File: config.mk
export PLATFORM = sky130hd
export DESIGN_NAME = jump_swap_stage
export DESIGN_NICKNAME = d
export VERILOG_FILES = /design/src/rtl/jump_swap_pkg.sv /design/src/rtl/reg_overlap.sv /design/src/rtl/swap_decider.sv /design/src/rtl/rewrite_req.sv /design/src/rtl/jump_swap_stage.sv
export SDC_FILE = /design/constraint.sdc
export NUM_CORES = 1
export LEC_CHECK = 0
export BUFFER_PORTS_ARGS = -buffer_cell sky130_fd_sc_hd__clkbuf_2
export CAP_MARGIN = 25
export CORE_MARGIN = 1
export CORE_UTILIZATION = 45
export DETAILED_ROUTE_END_ITERATION = 8
export HOLD_SLACK_MARGIN = 0.06
export MAX_ROUTING_LAYER = met4
export PLACE_DENSITY = 0.71
export REMOVE_ABC_BUFFERS = 1
export SLEW_MARGIN = 30
export SYNTH_ARGS = -nofsm -noshare
export SYNTH_HDL_FRONTEND = slang
export SYNTH_SLANG_ARGS = --single-unit
File: constraint.sdc
create_clock -name clk_i -period 4.3 [get_ports clk_i]
set_input_delay 0.43 -clock clk_i [delete_from_list [all_inputs] [get_ports clk_i]]
set_output_delay 0.43 -clock clk_i [all_outputs]
set_load 0.03 [all_outputs]
File: src/rtl/jump_swap_pkg.sv
package jump_swap_pkg;
  typedef enum logic [2:0] {
    SW_OK,
    SW_NOT_JUMP,
    SW_PRED_JUMP,
    SW_TARGET,
    SW_MARKED,
    SW_LINE,
    SW_REGS
  } swap_why_e;

  localparam int unsigned REGS_PER_INSN = 3;
endpackage

File: src/rtl/reg_overlap.sv
module reg_overlap #(
  parameter int unsigned REG_W = 6
) (
  input  logic [jump_swap_pkg::REGS_PER_INSN-1:0][REG_W-1:0] a_i,
  input  logic [jump_swap_pkg::REGS_PER_INSN-1:0][REG_W-1:0] b_i,
  output logic                                               hit_o
);
  localparam int unsigned N = jump_swap_pkg::REGS_PER_INSN;

  logic [N*N-1:0] pair_hit;

  for (genvar i = 0; i < N; i++) begin : g_a
    for (genvar j = 0; j < N; j++) begin : g_b
      // register 0 never creates a dependency
      assign pair_hit[i*N+j] = (a_i[i] == b_i[j]) && (a_i[i] != '0);
    end
  end

  assign hit_o = |pair_hit;
endmodule

File: src/rtl/swap_decider.sv
module swap_decider #(
  parameter int unsigned ADDR_W = 16,
  parameter int unsigned REG_W  = 6,
  parameter int unsigned OFF_W  = 3
) (
  input  logic [ADDR_W-1:0]                                  p_pc_i,
  input  logic                                               p_jump_i,
  input  logic                                               p_tgt_i,
  input  logic                                               p_mark_i,
  input  logic [jump_swap_pkg::REGS_PER_INSN-1:0][REG_W-1:0] p_regs_i,
  input  logic [ADDR_W-1:0]                                  s_pc_i,
  input  logic                                               s_jump_i,
  input  logic                                               s_tgt_i,
  input  logic                                               s_mark_i,
  input  logic [jump_swap_pkg::REGS_PER_INSN-1:0][REG_W-1:0] s_regs_i,
  output logic                                               swap_o
);
  import jump_swap_pkg::*;

  logic      reg_hit;
  swap_why_e why;

  reg_overlap #(.REG_W(REG_W)) u_overlap (
    .a_i  (p_regs_i),
    .b_i  (s_regs_i),
    .hit_o(reg_hit)
  );

  always_comb begin
    if (!s_jump_i)                                          why = SW_NOT_JUMP;
    else if (p_jump_i)                                      why = SW_PRED_JUMP;
    else if (p_tgt_i || s_tgt_i)                            why = SW_TARGET;
    else if (p_mark_i || s_mark_i)                          why = SW_MARKED;
    else if (p_pc_i[ADDR_W-1:OFF_W] != s_pc_i[ADDR_W-1:OFF_W]) why = SW_LINE;
    else if (reg_hit)                                       why = SW_REGS;
    else                                                    why = SW_OK;
  end

  assign swap_o = (why == SW_OK);
endmodule

File: src/rtl/rewrite_req.sv
module rewrite_req #(
  parameter int unsigned ADDR_W = 16,
  parameter int unsigned WORD_W = 20
) (
  input  logic              clk_i,
  input  logic              rst_ni,
  input  logic              fire_i,
  input  logic [ADDR_W-1:0] lo_pc_i,
  input  logic [WORD_W-1:0] lo_word_i,
  input  logic [ADDR_W-1:0] hi_pc_i,
  input  logic [WORD_W-1:0] hi_word_i,
  output logic              wr_valid_o,
  output logic [ADDR_W-1:0] wr_pc_lo_o,
  output logic [WORD_W-1:0] wr_word_lo_o,
  output logic [ADDR_W-1:0] wr_pc_hi_o,
  output logic [WORD_W-1:0] wr_word_hi_o
);
  always_ff @(posedge clk_i or negedge rst_ni) begin
    if (!rst_ni) begin
      wr_valid_o   <= 1'b0;
      wr_pc_lo_o   <= '0;
      wr_word_lo_o <= '0;
      wr_pc_hi_o   <= '0;
      wr_word_hi_o <= '0;
    end else begin
      wr_valid_o <= fire_i;
      if (fire_i) begin
        wr_pc_lo_o   <= lo_pc_i;
        wr_word_lo_o <= lo_word_i;
        wr_pc_hi_o   <= hi_pc_i;
        wr_word_hi_o <= hi_word_i;
      end
    end
  end


  wb_single_chk: assert property (@(posedge clk_i) disable iff (!rst_ni)
    wr_valid_o |=> !wr_valid_o);
endmodule

File: src/rtl/jump_swap_stage.sv
module jump_swap_stage #(
  parameter int unsigned ADDR_W     = 16,
  parameter int unsigned REG_W      = 6,
  parameter int unsigned LINE_WORDS = 8,
  localparam int unsigned OFF_W     = $clog2(LINE_WORDS),
  localparam int unsigned WORD_W    = 2 + 3*REG_W
) (
  input  logic              clk_i,
  input  logic              rst_ni,
  input  logic              in_valid_i,
  output logic              in_ready_o,
  input  logic [ADDR_W-1:0] in_pc_i,
  input  logic              in_jump_i,
  input  logic              in_tgt_i,
  input  logic              in_mark_i,
  input  logic [REG_W-1:0]  in_rs1_i,
  input  logic [REG_W-1:0]  in_rs2_i,
  input  logic [REG_W-1:0]  in_rd_i,
  output logic              out_valid_o,
  input  logic              out_ready_i,
  output logic [ADDR_W-1:0] out_pc_o,
  output logic              out_jump_o,
  output logic              out_tgt_o,
  output logic              out_mark_o,
  output logic [REG_W-1:0]  out_rs1_o,
  output logic [REG_W-1:0]  out_rs2_o,
  output logic [REG_W-1:0]  out_rd_o,
  output logic              wr_valid_o,
  output logic [ADDR_W-1:0] wr_pc_lo_o,
  output logic [WORD_W-1:0] wr_word_lo_o,
  output logic [ADDR_W-1:0] wr_pc_hi_o,
  output logic [WORD_W-1:0] wr_word_hi_o
);
  import jump_swap_pkg::*;

  logic                                h_vld_q;
  logic [ADDR_W-1:0]                   h_pc_q;
  logic                                h_jump_q, h_tgt_q, h_mark_q;
  logic [REGS_PER_INSN-1:0][REG_W-1:0] h_regs_q;
  logic [REGS_PER_INSN-1:0][REG_W-1:0] in_regs;
  logic                                swap, hs;

  assign in_regs = {in_rd_i, in_rs2_i, in_rs1_i};

  swap_decider #(.ADDR_W(ADDR_W), .REG_W(REG_W), .OFF_W(OFF_W)) u_decider (
    .p_pc_i  (h_pc_q),
    .p_jump_i(h_jump_q),
    .p_tgt_i (h_tgt_q),
    .p_mark_i(h_mark_q),
    .p_regs_i(h_regs_q),
    .s_pc_i  (in_pc_i),
    .s_jump_i(in_jump_i),
    .s_tgt_i (in_tgt_i),
    .s_mark_i(in_mark_i),
    .s_regs_i(in_regs),
    .swap_o  (swap)
  );

  assign in_ready_o  = !h_vld_q || out_ready_i;
  assign out_valid_o = h_vld_q && in_valid_i;
  assign hs          = in_valid_i && in_ready_o;

  // jump overtakes the held instruction and takes its slot
  always_comb begin
    if (swap) begin
      out_pc_o   = h_pc_q;
      out_jump_o = in_jump_i;
      out_tgt_o  = in_tgt_i;
      out_mark_o = 1'b1;
      out_rs1_o  = in_rs1_i;
      out_rs2_o  = in_rs2_i;
      out_rd_o   = in_rd_i;
    end else begin
      out_pc_o   = h_pc_q;
      out_jump_o = h_jump_q;
      out_tgt_o  = h_tgt_q;
      out_mark_o = h_mark_q;
      out_rs1_o  = h_regs_q[0];
      out_rs2_o  = h_regs_q[1];
      out_rd_o   = h_regs_q[2];
    end
  end

  always_ff @(posedge clk_i or negedge rst_ni) begin
    if (!rst_ni) begin
      h_vld_q  <= 1'b0;
      h_pc_q   <= '0;
      h_jump_q <= 1'b0;
      h_tgt_q  <= 1'b0;
      h_mark_q <= 1'b0;
      h_regs_q <= '0;
    end else if (hs) begin
      h_vld_q <= 1'b1;
      if (h_vld_q && swap) begin
        h_pc_q   <= in_pc_i;
        h_mark_q <= 1'b1;
      end else begin
        h_pc_q   <= in_pc_i;
        h_jump_q <= in_jump_i;
        h_tgt_q  <= in_tgt_i;
        h_mark_q <= in_mark_i;
        h_regs_q <= in_regs;
      end
    end
  end

  rewrite_req #(.ADDR_W(ADDR_W), .WORD_W(WORD_W)) u_rewrite (
    .clk_i       (clk_i),
    .rst_ni      (rst_ni),
    .fire_i      (hs && h_vld_q && swap),
    .lo_pc_i     (h_pc_q),
    .lo_word_i   ({1'b1, in_jump_i, in_rs1_i, in_rs2_i, in_rd_i}),
    .hi_pc_i     (in_pc_i),
    .hi_word_i   ({1'b1, h_jump_q, h_regs_q[0], h_regs_q[1], h_regs_q[2]}),
    .wr_valid_o  (wr_valid_o),
    .wr_pc_lo_o  (wr_pc_lo_o),
    .wr_word_lo_o(wr_word_lo_o),
    .wr_pc_hi_o  (wr_pc_hi_o),
    .wr_word_hi_o(wr_word_hi_o)
  );


  stall_hold_chk: assert property (@(posedge clk_i) disable iff (!rst_ni)
    (h_vld_q && !out_ready_i) |=> (h_vld_q && $stable(h_pc_q) && $stable(h_regs_q)
                                   && $stable(h_jump_q) && $stable(h_mark_q)));

  wb_order_chk: assert property (@(posedge clk_i) disable iff (!rst_ni)
    wr_valid_o |-> (wr_word_lo_o[WORD_W-2] && !wr_word_hi_o[WORD_W-2]));

  wb_line_chk: assert property (@(posedge clk_i) disable iff (!rst_ni)
    wr_valid_o |-> (wr_pc_lo_o[ADDR_W-1:OFF_W] == wr_pc_hi_o[ADDR_W-1:OFF_W]));

  held_marked_chk: assert property (@(posedge clk_i) disable iff (!rst_ni)
    wr_valid_o |-> (h_vld_q && h_mark_q && (h_pc_q == wr_pc_hi_o)));
endmodule

Word level (Yosys, flattened, before mapping)
Index checks and enable logic that the tools add are counted.
{ "op_classes": {"n_eq_ne": 10, "bitwise_logic": 1, "n_mux": 13, "n_reduce_logical": 24} }
{ "ops": {"columns": ["op", "count"], "rows": [
  ["$eq A6 B6 Y1", 9],
  ["$mux W3", 6],
  ["$mux W6", 3],
  ["$reduce_bool A6 Y1", 3],
  ["$logic_and A1 B1 Y1", 14],
  ["$ne A13 B13 Y1", 1],
  ["$reduce_or A9 Y1", 1],
  ["$mux W1", 4],
  ["$logic_not A3 Y1", 1],
  ["$logic_or A1 B1 Y1", 3],
  ["$reduce_and A2 Y1", 1],
  ["$logic_not A1 Y1", 1],
  ["$not A1 Y1", 1]
]} }
{ "word_totals": {"reg_bits": 111, "input_bits": 41} }

Longest topological paths before layout
{ "logic_depth": {"word_depth": 13, "mapped_depth": 9} }

Hierarchy
From an unflattened synthesis, not the netlist that was laid out.
{ "hier_totals": {"cells_unflattened": 366, "area_unflattened_um2": 5569.1} }
{ "by_module_without_submodules": {"columns": ["module", "cells_per_inst", "area_per_inst_um2", "seq_area_each_um2", "instances"], "rows": [
  ["rewrite_req", 153, 3051.7, 1826.8, 1],
  ["jump_swap_stage", 111, 1696.6, 950.9, 1],
  ["reg_overlap", 82, 650.6, 0.0, 1],
  ["swap_decider", 20, 170.2, 0.0, 1]
]} }

Worst setup path before layout
OpenSTA, ideal clock, no wires.
{ "synth_path": {"path_type": "register -> output", "from": "reg h_regs_q[8] (netlist name)", "to": "out out_rd_o[0]", "path_stages_with_launch": 9, "t_arrival_ns": 2.241, "slack_ns": 1.629, "required_ns": 3.870, "path_cell_list": "dfrtp_1 > clkbuf_1 > nor4_1 > nand2_1 > nand4_1 > nand4_1 > nor4_4 > buf_2 > mux2_2"} }
{ "synth_between": {"elab_chain_len": 11, "elab_cells_between_ends": 16, "cone_classes": "3 x eq/ne; 7 x mux; 6 x reduce/logical"} }
{ "synth_lines": {"columns": ["item", "line", "text"], "rows": [
  ["from (decl)", "jump_swap_stage.sv:39", "logic [REGS_PER_INSN-1:0][REG_W-1:0] h_regs_q;"],
  ["from (signal assigned)", "jump_swap_stage.sv:102", "h_regs_q <= in_regs;"],
  ["$eq A6 B6 Y1 or $reduce_bool A6 Y1 (tied branches)", "reg_overlap.sv:15", "assign pair_hit[i*N+j] = (a_i[i] == b_i[j]) && (a_i[i] != '0);"],
  ["$logic_and A1 B1 Y1", "reg_overlap.sv:15", null],
  ["$reduce_or A9 Y1 (*)", "reg_overlap.sv:19", "assign hit_o = |pair_hit;"],
  ["$mux W3 (*)", "swap_decider.sv:35", "else if (reg_hit) why = SW_REGS;"],
  ["$mux W3 (*)", "swap_decider.sv:34", "else if (p_pc_i[ADDR_W-1:OFF_W] != s_pc_i[ADDR_W-1:OFF_W]) why = SW_LINE;"],
  ["$mux W3 (*)", "swap_decider.sv:33", "else if (p_mark_i || s_mark_i) why = SW_MARKED;"],
  ["$mux W3 (*)", "swap_decider.sv:32", "else if (p_tgt_i || s_tgt_i) why = SW_TARGET;"],
  ["$mux W3 (*)", "swap_decider.sv:31", "else if (p_jump_i) why = SW_PRED_JUMP;"],
  ["$mux W3 (*)", "swap_decider.sv:30", "if (!s_jump_i) why = SW_NOT_JUMP;"],
  ["$logic_not A3 Y1 (*)", "swap_decider.sv:39", "assign swap_o = (why == SW_OK);"],
  ["$mux W6 (*)", "jump_swap_stage.sv:65", "if (swap) begin"],
  ["to (decl)", "jump_swap_stage.sv:27", "output logic [REG_W-1:0] out_rd_o,"]
]} }
Every way passes the cells marked *; elsewhere a longest branch is shown, timed or not.

Worst setup path in the final report
{ "layout_path": {"from": "reg h_regs_q[8] (netlist name)", "to": "out out_rs2_o[1]"} }
{ "layout_between": {"elab_chain_len": 11, "elab_cells_between_ends": 16, "cone_classes": "3 x eq/ne; 7 x mux; 6 x reduce/logical"} }
{ "layout_lines": {"columns": ["item", "line", "text"], "rows": [
  ["$eq A6 B6 Y1 or $reduce_bool A6 Y1 (tied branches)", "reg_overlap.sv:15", null],
  ["$logic_and A1 B1 Y1", "reg_overlap.sv:15", null],
  ["$reduce_or A9 Y1 (*)", "reg_overlap.sv:19", null],
  ["$mux W3 (*)", "swap_decider.sv:35", null],
  ["$mux W3 (*)", "swap_decider.sv:34", null],
  ["$mux W3 (*)", "swap_decider.sv:33", null],
  ["$mux W3 (*)", "swap_decider.sv:32", null],
  ["$mux W3 (*)", "swap_decider.sv:31", null],
  ["$mux W3 (*)", "swap_decider.sv:30", null],
  ["$logic_not A3 Y1 (*)", "swap_decider.sv:39", null],
  ["$mux W6 (*)", "jump_swap_stage.sv:65", null],
  ["to (decl)", "jump_swap_stage.sv:26", "output logic [REG_W-1:0] out_rs2_o,"]
]} }
Marked as above.

==> results by group <==
Worst setup path
  – Startpoint types: flop
  – Worst EP required: 3.87 ns
  – Crit Path Category: reg2out
  – Worst reg-to-reg setup slack: 1.06 ns
  – Worst Path Arrival: 3.11 ns
  – Worst setup EP type: output pin
  – Crit-path max FO: 11

Timing
  – Setup violations, final: 0
  – PnR worst setup slack: 0.759 ns
  – TNS Setup: 0 ns
  – Fin. Hold Viols: 0
  – Worst Max-Slew Pin Slew: 0.719 ns
  – Hold_ws: 0.0960 ns
  – Slew margin rel.: 52.0%
  – Final Max Slew Viols: 0
  – Setup Skew: 0.00732 ns
  – Period utilisation layout: 82.4%
  – Fmax: 282 MHz
  – Crit path time final: 3.54 ns
  – RSZ-0062 raised after global routing: false

Final layout
  – Fraction of layout cells with a size suffix above 1: 49.2%
  – Area delta synth->final: 20.7%
  – Nets: 601
  – Diode count: 0
  – Layout Cells excl Fill: 708
  – Fillers: 1017

Yosys
  – Synth top area cells: dfrtp_1 52%, mux2_2 21%, xor2_1 7.5%
  – Register bit total from synthesis: 110
  – Top_reg_cell synth: dfrtp_1
  – Yosys top cell by area: dfrtp_1
  – Most frequent cell after synthesis: dfrtp_1
  – Syn Area/Cell: 11.9 um^2
  – Yosys warning total: 0
  – Asr flop ratio synth: 100%
  – Syn Std Cell Area: 0.00528 mm^2
  – Post-synth EDFFs: 0
  – Register area share after synthesis: 52.2%
  – Synth top cells by count: 110 x dfrtp_1, 98 x mux2_2, 56 x nand2_1, 45 x xor2_1, 30 x clkbuf_1
  – Yosys top cell area share: 52.2%
  – Library cells used by synthesis: 25
  – Post-Synthesis Cells: 442

Die
  – Cell Rows: 39
  – Ports: 153
  – Core area: 0.0114 mm^2
  – Die area: 0.0122 mm^2
  – DIE WIDTH: 110 um
  – Initial cell density of the core: 46.2%
  – Die height: 110 um

Route
  – Drt pass-1 iters: 5
  – DRC Markers: 0
  – Wire per inst: 16.8 um
  – Post-DRT Antenna Nets: 0
  – Vias post-DR: 3684
  – Final WL: 11900 um
  – Vias per inst: 5.20
  – 1st-iter DRT viols: 129

Placed design
  – I/O Buffers: 152
  – DP Cell Count: 692
  – RD Place Congestion: 0.860
  – Pre-CTS setup slack: 0.999 ns
  – Final HPWL DP: 8570 um

Worst hold path
  – Min-Delay Path Class: in2async

Clock network
  – Hold-fix buffers, CTS: 0
  – Clock sinks: 110
  – H-tree depth: 3
  – Post-CTS sizing: 0
  – CTS tree: yes
  – Worst-skew pair later-pin latency: 0.35 ns
  – Total CTS buffers: 9
  – CTS root buffer: clkbuf_16
  – Clock Pin Slew Worst Setup and Hold Paths: 0.08 ns
  – Clock buffer depth: 2
  – Post-CTS Setup Bufs: 0

Pwr
  – Worst VDD drop: 209 uV
  – Final Power: 0.00241 W
  – Pwr dens: 379 mW/mm^2
  – Leak pwr: 3.34 nW

Global route
  – First-pass GRT wire length: 18800 um
  – Grt ovf: 0
  – GRT Overall Usage: 21.0%
  – Pin count of the biggest net entering global routing: 81
  – Initial antenna violation count: 0
  – Vias in the first global route: 3588

Run
  – Max-cap viol count: 0

Run status
  – Status: finished, final reports clean
## path summary, 6_finish.rpt
kind                            cells after the start                    endpoint                        from
worst max-delay path                                8                out_rs2_o[1]                 h_regs_q[8]
worst min-delay path                                1     u_rewrite.wr_pc_hi_o[6]                      rst_ni
worst max register to register                      8  u_rewrite.wr_word_lo_o[12]                 h_regs_q[8]
worst min register to register                      1  u_rewrite.wr_word_lo_o[18]  u_rewrite.wr_word_lo_o[18]
max in group asynchronous                           2                 out_pc_o[5]                      rst_ni
min in group clk_i                                  3                 out_pc_o[2]                  in_pc_i[2]
## per-layer routing
metal | part of all wire [%] | up-vias | global-route usage [%]
li1 | - | 1717 | -
met1 | 45 | 1851 | 28.3
met2 | 50 | 102 | 32.8
met3 | 3.5 | 14 | 2.18
met4 | 1.6 | 0 | 8.08
met5 | 0 | - | -
## final cells by class
type	count	area, um^2	share of cell area (%)
Timing Repair Buffer	158	825	12.9
Sequential cell	110	2750	43.2
Multi-Input combinational cell	281	2320	36.4
Clock buffer	9	225	3.54
Clock inverter	7	66.3	1.04
Tap cell	143	179	2.81
## layout by cell type (no fill, tap or decap)
| master | synthesis | final |
|---|---|---|
| or2_2 | 3 | 3 |
| nand4_1 | 10 | 10 |
| clkinv_4 | 0 | 2 |
| mux2_2 | 98 | 98 |
| and4_1 | 1 | 1 |
| nand2_1 | 56 | 56 |
| clkbuf_16 | 0 | 9 |
| nor4_1 | 15 | 15 |
| nor3_1 | 1 | 1 |
| nand2b_1 | 3 | 3 |
| nor2_1 | 6 | 6 |
| inv_8 | 0 | 3 |
| a21oi_2 | 1 | 1 |
| a21oi_1 | 2 | 2 |
| buf_6 | 0 | 1 |
| a21boi_1 | 1 | 1 |
| nand3b_1 | 1 | 1 |
| nand3_4 | 0 | 1 |
| nor4_4 | 1 | 1 |
| buf_12 | 0 | 1 |
| clkbuf_2 | 0 | 151 |
| buf_4 | 2 | 5 |
| nand3_1 | 4 | 4 |
| clkinvlp_4 | 0 | 2 |
| xor2_1 | 45 | 45 |
| xnor2_1 | 22 | 22 |
| and2_1 | 3 | 3 |
| mux2_1 | 7 | 7 |
| dfrtp_1 | 110 | 110 |
## report_power, final
group	switching [W]	internal (W)
clock network	0.000407	0.000408
logic	0.000259	0.000165
registers	0.0000907	0.00108
total	0.000757	0.00165
## flip-flops by register name, indices dropped and copies added, names as in the netlist
name,flops
h_mark_q,1
h_jump_q,1
u_rewrite.wr_pc_lo_o,16
out_pc_o,16
h_tgt_q,1
u_rewrite.wr_valid_o,1
u_rewrite.wr_word_hi_o,19
h_vld_q,1
h_regs_q,18
u_rewrite.wr_pc_hi_o,16
u_rewrite.wr_word_lo_o,20
## critical path, cell delays in order, from the launching register on
cell,delay [ns]
dfrtp_1,0.50
nor4_1,0.33
nand2_1,0.13
nand4_1,0.09
nand4_1,0.23
nor4_4,0.61
buf_4,0.33
mux2_2,0.36
clkbuf_2,0.18
## metrics by stage
step	cell area, um^2	util (%)
6_report	6370	55.8
5_1_grt	6370	55.8
4_1_cts	6360	55.7
3_5_place_dp	6070	53.2
3_3_place_gp	6070	53.2
2_1_floorplan	5070	-
## cells by family (layout without fill, tap and decap cells)
| logic type | count (synthesis) | count (layout) | synth area share [%] |
|---|---|---|---|
| flip-flops | 110 | 110 | 52.2 |
| multiplexers | 105 | 105 | 22.4 |
| AND/OR/NAND/NOR | 105 | 105 | 9.82 |
| XOR/XNOR | 67 | 67 | 11.1 |
| buffers and inverters | 51 | 174 | 3.98 |
| AO/OA/AOI/OAI | 4 | 4 | 0.498 |
Note: power is estimated with default switching activity, not from simulation.
